[config.mk]
export PLATFORM = sky130hd
export DESIGN_NAME = sat_addsub_unit
export DESIGN_NICKNAME = d
export VERILOG_FILES = /design/src/rtl/sat_pkg.sv /design/src/rtl/sat_lane.sv /design/src/rtl/sat_datapath.sv /design/src/rtl/sat_status.sv /design/src/rtl/sat_addsub_unit.sv
export SDC_FILE = /design/constraint.sdc
export NUM_CORES = 1
export LEC_CHECK = 0
export CAP_MARGIN = 20
export CELL_PAD_IN_SITES_DETAIL_PLACEMENT = 1
export CELL_PAD_IN_SITES_GLOBAL_PLACEMENT = 1
export CORE_ASPECT_RATIO = 0.6
export CORE_MARGIN = 2
export CORE_UTILIZATION = 43
export CTS_BUF_LIST = sky130_fd_sc_hd__clkbuf_2 sky130_fd_sc_hd__clkbuf_4 sky130_fd_sc_hd__clkbuf_8
export DETAILED_ROUTE_END_ITERATION = 12
export DONT_BUFFER_PORTS = 1
export MAX_ROUTING_LAYER = met4
export PLACE_DENSITY = 0.84
export SLEW_MARGIN = 5
export SYNTH_ARGS = -nofsm -noshare
export SYNTH_HDL_FRONTEND = slang
export SYNTH_SLANG_ARGS = --single-unit
[constraint.sdc]
create_clock -name clk -period 4.5 [get_ports clk]
set_input_delay 0.675 -clock clk [delete_from_list [all_inputs] [get_ports clk]]
set_output_delay 0.675 -clock clk [all_outputs]
set_load 0.03 [all_outputs]
[src/rtl/sat_pkg.sv]
package sat_pkg;

    localparam int DW       = 32;
    localparam int HW       = DW / 2;
    localparam int NLANES   = 2;
    localparam int FLAG_POS = 20;

    typedef enum logic { OP_ADD = 1'b0, OP_SUB = 1'b1 } op_e;
    typedef enum logic { LANE_WORD = 1'b0, LANE_PAIR = 1'b1 } lane_e;

    typedef struct packed {
        logic [DW-1:0] data;
        logic          ovf;
    } dp_out_t;

    // Extreme value of a W-bit signed lane: negative selects the minimum.
    function automatic logic [DW-1:0] clamp_val(input int w, input logic neg);
        logic [DW-1:0] v;
        v = '0;
        for (int i = 0; i < w - 1; i++) v[i] = ~neg;
        v[w-1] = neg;
        return v;
    endfunction

endpackage

[src/rtl/sat_lane.sv]
module sat_lane #(
    parameter int W = 16
) (
    input  logic         [W-1:0] a,
    input  logic         [W-1:0] b,
    input  sat_pkg::op_e         op,
    input  logic                 sat,
    output logic         [W-1:0] r,
    output logic                 ovf
);
    import sat_pkg::*;

    logic [W-1:0]  raw;
    logic          sa, sb, sr;
    logic [DW-1:0] ext;

    always_comb begin
        raw = (op == OP_SUB) ? (a - b) : (a + b);
        sa  = a[W-1];
        sb  = b[W-1];
        sr  = raw[W-1];
        // Add: like-signed inputs whose sum changes sign.
        // Sub: unlike-signed inputs whose difference leaves the minuend's sign.
        if (op == OP_SUB) ovf = (sa ^ sb) & (sa ^ sr);
        else              ovf = ~(sa ^ sb) & (sa ^ sr);
        // Clamp direction follows the first operand's sign. For subtraction a
        // zero minuend counts as positive. For addition a zero operand cannot
        // overflow, so "a > 0" reduces to the same sign test.
        ext = clamp_val(W, sa);
        r   = (ovf && sat) ? ext[W-1:0] : raw;
    end

endmodule

[src/rtl/sat_datapath.sv]
module sat_datapath (
    input  logic            [sat_pkg::DW-1:0] a,
    input  logic            [sat_pkg::DW-1:0] b,
    input  sat_pkg::op_e                      op,
    input  sat_pkg::lane_e                    mode,
    input  logic                              sat,
    output sat_pkg::dp_out_t                  out
);
    import sat_pkg::*;

    logic [DW-1:0]     word_r;
    logic              word_ovf;
    logic [DW-1:0]     pair_r;
    logic [NLANES-1:0] pair_ovf;

    sat_lane #(.W(DW)) u_word (
        .a(a), .b(b), .op(op), .sat(sat), .r(word_r), .ovf(word_ovf)
    );

    for (genvar g = 0; g < NLANES; g++) begin : g_half
        sat_lane #(.W(HW)) u_half (
            .a   (a[g*HW +: HW]),
            .b   (b[g*HW +: HW]),
            .op  (op),
            .sat (sat),
            .r   (pair_r[g*HW +: HW]),
            .ovf (pair_ovf[g])
        );
    end

    always_comb begin
        if (mode == LANE_PAIR) begin
            out.data = pair_r;
            out.ovf  = |pair_ovf;
        end else begin
            out.data = word_r;
            out.ovf  = word_ovf;
        end
    end

endmodule

[src/rtl/sat_status.sv]
module sat_status #(
    parameter int W   = 32,
    parameter int POS = 20
) (
    input  logic         clk,
    input  logic         rst,
    input  logic         set,
    input  logic         we,
    input  logic [W-1:0] wdata,
    output logic [W-1:0] q
);
    logic flag_q;

    always_ff @(posedge clk) begin
        if (rst)      flag_q <= 1'b0;
        else if (we)  flag_q <= wdata[POS];
        else if (set) flag_q <= 1'b1;
    end

    always_comb begin
        q      = '0;
        q[POS] = flag_q;
    end

    // the flag only falls through a write
    a_r8_sticky: assert property (@(posedge clk) disable iff (rst)
        (q[POS] && !we) |=> q[POS]);
    // a write decides the next flag value, whatever the set input does
    a_r9_write_wins: assert property (@(posedge clk) disable iff (rst)
        we |=> (q[POS] == $past(wdata[POS])));
    // bits other than the flag stay zero
    a_r8_other_zero: assert property (@(posedge clk) disable iff (rst)
        $countones(q) <= 1);

endmodule

[src/rtl/sat_addsub_unit.sv]
module sat_addsub_unit #(
    parameter int DATA_W   = sat_pkg::DW,
    parameter int FLAG_POS = sat_pkg::FLAG_POS
) (
    input  logic              clk,
    input  logic              rst,
    input  logic              in_valid,
    input  logic [DATA_W-1:0] op_a,
    input  logic [DATA_W-1:0] op_b,
    input  logic              op_sub,
    input  logic              pair_mode,
    input  logic              sat_en,
    input  logic              ctl_we,
    input  logic [DATA_W-1:0] ctl_wdata,
    output logic [DATA_W-1:0] result,
    output logic [DATA_W-1:0] ctl_q
);
    import sat_pkg::*;

    dp_out_t       dp;
    op_e           op;
    lane_e         mode;
    logic [DW-1:0] res_q;

    assign op   = op_e'(op_sub);
    assign mode = lane_e'(pair_mode);

    sat_datapath u_dp (
        .a(op_a), .b(op_b), .op(op), .mode(mode), .sat(sat_en), .out(dp)
    );

    always_ff @(posedge clk) begin
        if (rst)           res_q <= '0;
        else if (in_valid) res_q <= dp.data;
    end

    assign result = res_q;

    sat_status #(.W(DATA_W), .POS(FLAG_POS)) u_status (
        .clk(clk), .rst(rst), .set(in_valid && dp.ovf),
        .we(ctl_we), .wdata(ctl_wdata), .q(ctl_q)
    );

    // no accepted operation, no change of result
    a_r10_hold: assert property (@(posedge clk) disable iff (rst)
        !in_valid |=> $stable(result));
    // an accepted overflow raises the flag unless a write overrides it
    a_r6_flag_raise: assert property (@(posedge clk) disable iff (rst)
        (in_valid && dp.ovf && !ctl_we) |=> ctl_q[FLAG_POS]);
    // saturated overflow result is a lane extreme in word mode
    a_r4_word_extreme: assert property (@(posedge clk) disable iff (rst)
        (in_valid && dp.ovf && sat_en && !pair_mode) |=>
        (result == 32'h7FFF_FFFF || result == 32'h8000_0000));

endmodule

Word-level counts from Yosys, hierarchy flattened
Cells that the tools add are included.

word-level totals
  input port bits = 103
  word-level logic and storage cells = 41
  bits in registers = 33
  output and inout port bits = 64

cells by class
  bitwise gates (word level) = 15
  mux-type cells = 12
  reductions and logical operators = 6
  add/sub/neg operators = 6

operators by type and width
  kind               count
  $mux 16            4
  $mux 32            2
  $mux 33            1
  $add 16x16->16     2
  $add 32x32->32     1
  $sub 16x16->16     2
  $sub 32x32->32     1
  $and 1x1->1        6
  $mux 1             5
  $xor 1x1->1        5
  $logic_and 1x1->1  4
  $not 1->1          4
  $reduce_bool 2->1  1
  $reduce_or 2->1    1

Depth between registers and ports, before layout
  depth in word-level cells = 11
  depth in mapped cells = 18
  depth with buffers taken out = 17

Modules after synthesis
A second synthesis with hierarchy kept.

unflattened totals
  cells, all modules = 1110
  area, all modules = 8102.8 µm²

by module, submodules not included
  module                             instances  sequential area each (µm²)  area each (µm²)  cells each
  sat_lane at u_dp.u_word            1          0.0                         2750.1           411
  sat_lane at u_dp.g_half[1].u_half  1          0.0                         1701.6           262
  sat_lane at u_dp.g_half[0].u_half  1          0.0                         1632.8           257
  sat_addsub_unit                    1          640.6                       1171.1           104
  sat_datapath                       1          0.0                         549.3            39
  sat_status                         1          20.0                        297.8            37

Worst setup path before layout
OpenSTA, ideal clock, no wires.

  kind = input port to flip-flop
  from = input port op_b[8]
  to = register res_q[20] (netlist: result[20])
  data arrival time = 4754 ps
  setup slack = -371 ps
  setup time = 117 ps
  stages on the path = 15
  path through = or3_1 > nor4bb_1 > and2_1 > a21o_1 > xnor2_1 > ha_1 > o21ai_0 > nor2_1 > o41ai_1 > nor2_1 > or4b_4 > a32oi_2 > mux2_4 > a21o_2 > a32o_1

on the way
  cells in the longest elaborated chain, start to end = 8
  elaborated cells on any way between the ends = 10
  those cells by class = 2 x add/sub; 4 x mux; 3 x bitwise; 1 x reduce/logical

RTL lines
  what                                              line                            text
  start: declaration                                sat_addsub_unit.sv:9            input logic [DATA_W-1:0] op_b,
  $add 32x32->32 or $sub 32x32->32 (tied branches)  sat_lane.sv:18                  raw = (op == OP_SUB) ? (a - b) : (a + b);
  $mux 32 (*)                                       sat_lane.sv:18
  $xor 1x1->1                                       sat_lane.sv:24, sat_lane.sv:25
  $and 1x1->1 (on tied branches)                    sat_lane.sv:25, sat_lane.sv:24
  $mux 1                                            sat_lane.sv:24                  if (op == OP_SUB) ovf = (sa ^ sb) & (sa ^ sr);
  $logic_and 1x1->1                                 sat_lane.sv:30                  r = (ovf && sat) ? ext[W-1:0] : raw;
  $mux 32 (*)                                       sat_lane.sv:30
  $mux 33 (*)                                       sat_datapath.sv:32              if (mode == LANE_PAIR) begin
  end signal: assignment                            sat_addsub_unit.sv:34           else if (in_valid) res_q <= dp.data;
  end: declaration                                  sat_addsub_unit.sv:23           logic [DW-1:0] res_q;

Mark *: on every way between the ends. The rest lies on a longest branch, timed or not.
A chain may end at the register's enable or synchronous reset.

Worst setup path after layout
  from = input port op_b[7]
  to = register res_q[20] (netlist: result[20])

Same word-level chain as after synthesis.

==> results by group <==
Yosys
  – Async set-reset flop share out of synthesis: 0%
  – Xor and xnor area share after synthesis: about 14%
  – Simple-gate share of the synthesized area: 19.98%
  – Post-synthesis mux area share: 1.851%
  – Synth area leaders: dfxtp_1, ha_1, xnor2_1
  – Yosys cell types: 79
  – Complex-gate fraction of the synthesized area: 29.90%
  – Synth Area in Adders: 12.15%
  – Synth top area share: 12.53%
  – EDFF count, synth: 0
  – Commonest cells post-synth: a21oi_1, nor2_1, nand2_1, xnor2_1, o21ai_0
  – Seq/Total Area, Yosys: 12.53%
  – Synthesized area: 5273 um^2
  – Yosys top cell by area: dfxtp_1
  – Synth Instances: 720
  – FF+latch count, synth: 33
  – Yosys Warn Count: 0
  – Primary FF master, synth: dfxtp_1
  – Mean Syn Cell Area: 7.323 um^2
  – Main combinational cell family by area after synthesis: compound AO/OA/AOI/OAI gates

Place
  – Post-DP Area: 5924 um^2
  – RePlAce Congestion: 0.9749
  – DP Wirelength: about 17 mm
  – Placed Cells: 942
  – Port Buffers: 0

Detailed routing
  – Wire length per cell: 21.55 um
  – Routed vias: between 5,000 and 6,000
  – DRC viols: 0
  – Vias per inst: 5.981
  – 1st-iter DRT viols: 370
  – Remaining antenna violation count: 0
  – Pre-antenna DRT Iters: 5
  – Final wirelength: 20.69 mm

Timing
  – Hold Violations, Final: 0
  – Crit share post-route: 100.5%
  – WHS: ~0.44 ns
  – Fmax achieved: 221.1 MHz
  – Finish-stage setup viols: 1
  – Slew Limit Fails: 0
  – Worst slew margin: 49.71%
  – Tmin final: around 4.5 ns
  – Slew @ Worst Pin: 0.7465 ns
  – Worst Slack Setup Final: -0.02239 ns
  – Unrepaired setup endpoints after global routing: true
  – TNS Setup: -0.02239 ns
  – Clk_skew: 0 ns

Critical path
  – FF-to-FF Start: result[31]
  – CP Launch Type: primary input
  – R2r endpoint: result[31]
  – Crit Path Category: in -> reg
  – Reg2reg path depth: 2
  – Critical Path RT: approximately 4.7 ns
  – Setup crit end kind: flip-flop
  – CP Data Arrival Time: 4.72 ns
  – Reg2reg setup slack: 3.56 ns
  – Worst Setup SP: op_b[7]
  – Maximum fanout along the worst path: 5

Global routing
  – Global Route met1 Usage: approximately 44%
  – M2 GR Usage: 44.01%
  – First-pass GRT wire length: 31.73 mm
  – Antenna violations before repair: 1
  – Pin count of the biggest net entering global routing: 46
  – GR Util met3: 7.716%
  – Most used routing layer: met1
  – Gr ovfl total: 0
  – Number of global-route vias before repair: between 5,000 and 6,000
  – All-Layer GR Usage: 30.85%

Power and ir drop
  – Seq pwr share: about a quarter
  – Net Sw Frac: 49.73%
  – Reported net switching power: 919.1 uW
  – Worst vdd ir: ~110 uV
  – Combinational share of power: 62.7%
  – PwrDens: between 200 and 300 nW/um^2
  – P_leak: 2.746 nW
  – Final Power: ~1.8 mW
  – Int Power: around 930 uW
  – Clock network fraction of total power: roughly 13%

Floorplanning
  – Die X-Extent: 147.0 um
  – Die Y: 89.78 um
  – Row count: 31
  – I/O pins: 167
  – Core footprint: around 12,000 um^2
  – Initial Utilization: a little over two fifths
  – Die area: 13,190 um^2

Worst hold path
  – Hold Path End: result[27]
  – Tightest Hold Check Type: in -> reg
  – Hold Path Stages: 1
  – Hold Crit Start: rst

Run status
  – Status: finished with violations
  – Failing checks: setup timing

Clocking
  – Clk Latency, worst-skew pair: around 0.30 ns
  – Htree depth: 2
  – Bufs on Longest Clock Path: 2
  – # clock sinks: 33
  – CTS Buf Count: 5
  – Clk root buf: clkbuf_8
  – CTS Hold Bufs: 0
  – Clk slew on worst S/H paths: 0.07 ns
  – CTS tree: built

Cells and area
  – Finished Layout Cells: 960
  – FF/Latch Area: approximately 660 um^2
  – Fill count: 1,537
  – Total Nets Final: 946
  – Design area: 6310 um^2
  – Layout cells sized above 1: 21.91%
  – Multi-input logic area: 4506 um^2
  – Synth-to-layout area growth: 19.67%

Flow run
  – Max Cap Viol: 0
==> worst max-delay path by stage <==
stage | end | slack [ns] | cells past startpoint
2_1_floorplan | result[20] | -0.03 | 17
3_3_place_gp | result[21] | -0.20 | 18
3_5_place_dp | result[18] | -0.37 | 17
4_1_cts | result[21] | -0.04 | 19
5_1_grt | result[20] | -0.10 | 17
6_report | result[20] | -0.02 | 17
==> cell families after synthesis <==
family	Yosys count
compound gates	239
simple gates	219
buf+inv	84
fa+ha+maj	50
other cells	1
mux	9
xor+xnor	85
flops	33
==> timing repair <==
action | 4_1_cts | 5_1_grt
pin swaps | 4 | 27
setup endpoints to repair | 7 | 33
gates cloned | 0 | 0
setup buffers | 2 | 6
resized for setup | 4 | 46
==> cell usage in the layout, fill, tap and decap left out, drive strengths merged, types with 10 or more instances in the layout <==
| cell | instances |
|---|---|
| inv | 26 |
| a211oi | 10 |
| a21o | 22 |
| buf | 94 |
| xor2 | 23 |
| o211ai | 12 |
| nor2 | 66 |
| conb | 31 |
| a21oi | 67 |
| a22oi | 12 |
| nand3 | 10 |
| dfxtp | 33 |
| nor3 | 19 |
| a31oi | 12 |
| xnor2 | 62 |
| o21ai | 52 |
| nand2 | 63 |
| ha | 48 |
==> cell type report <==
type,instances,area share [%]
diodes,1,0.03966
clock buffers,5,1.091
clock inverters,3,0.3569
inverters,26,1.547
multi-input cells,633,71.41
flip-flops and latches,33,10.47
well taps,165,3.272
repair buffers,94,11.82
==> state kept, by name, indices dropped and copies added (netlist names) <==
signal and cells:
u_status.flag_q 1, result 32
==> worst max-delay path, cell delays in order <==
cell and delay, ns:
or3_4 0.39, nor4bb_4 0.33, and2_4 0.21, a21o_1 0.19, buf_6 0.13, xnor2_2 0.06
ha_1 0.35, o21ai_2 0.16, nor2_2 0.07, o41ai_2 0.30, buf_4 0.19, nor2_2 0.03
or4b_4 0.49, a32oi_4 0.31, mux2_4 0.38, a21o_2 0.22, a32o_1 0.23
==> through the flow <==
| step | utilization (%) | worst slack (ns) |
|---|---|---|
| 2_1_floorplan | - | -0.03201 |
| 3_3_place_gp | 49.27 | -0.2013 |
| 3_5_place_dp | 49.27 | -0.3688 |
| 4_1_cts | 50.25 | -0.04151 |
| 5_1_grt | 52.48 | -0.1003 |
| 6_report | 52.48 | -0.02239 |
==> power groups by stage <==
stage / clock, mW / combinational, mW / sequential [mW]
final: 0.232 / 1.16 / 0.457
after global routing: 0.247 / 1.24 / 0.461
after CTS: 0.235 / 1.06 / 0.457
after detailed placement: 0 / 1.05 / 0.463
after global placement: 0 / 0.993 / 0.461
after floorplan: 0 / 0.735 / 0.447
==> layer usage <==
metal,up-vias,routed length (um)
li1,2698,-
met1,2728,9644
met2,281,8537
met3,35,2197
met4,0,312
met5,-,0
Note: power is estimated with default switching activity, not from simulation.
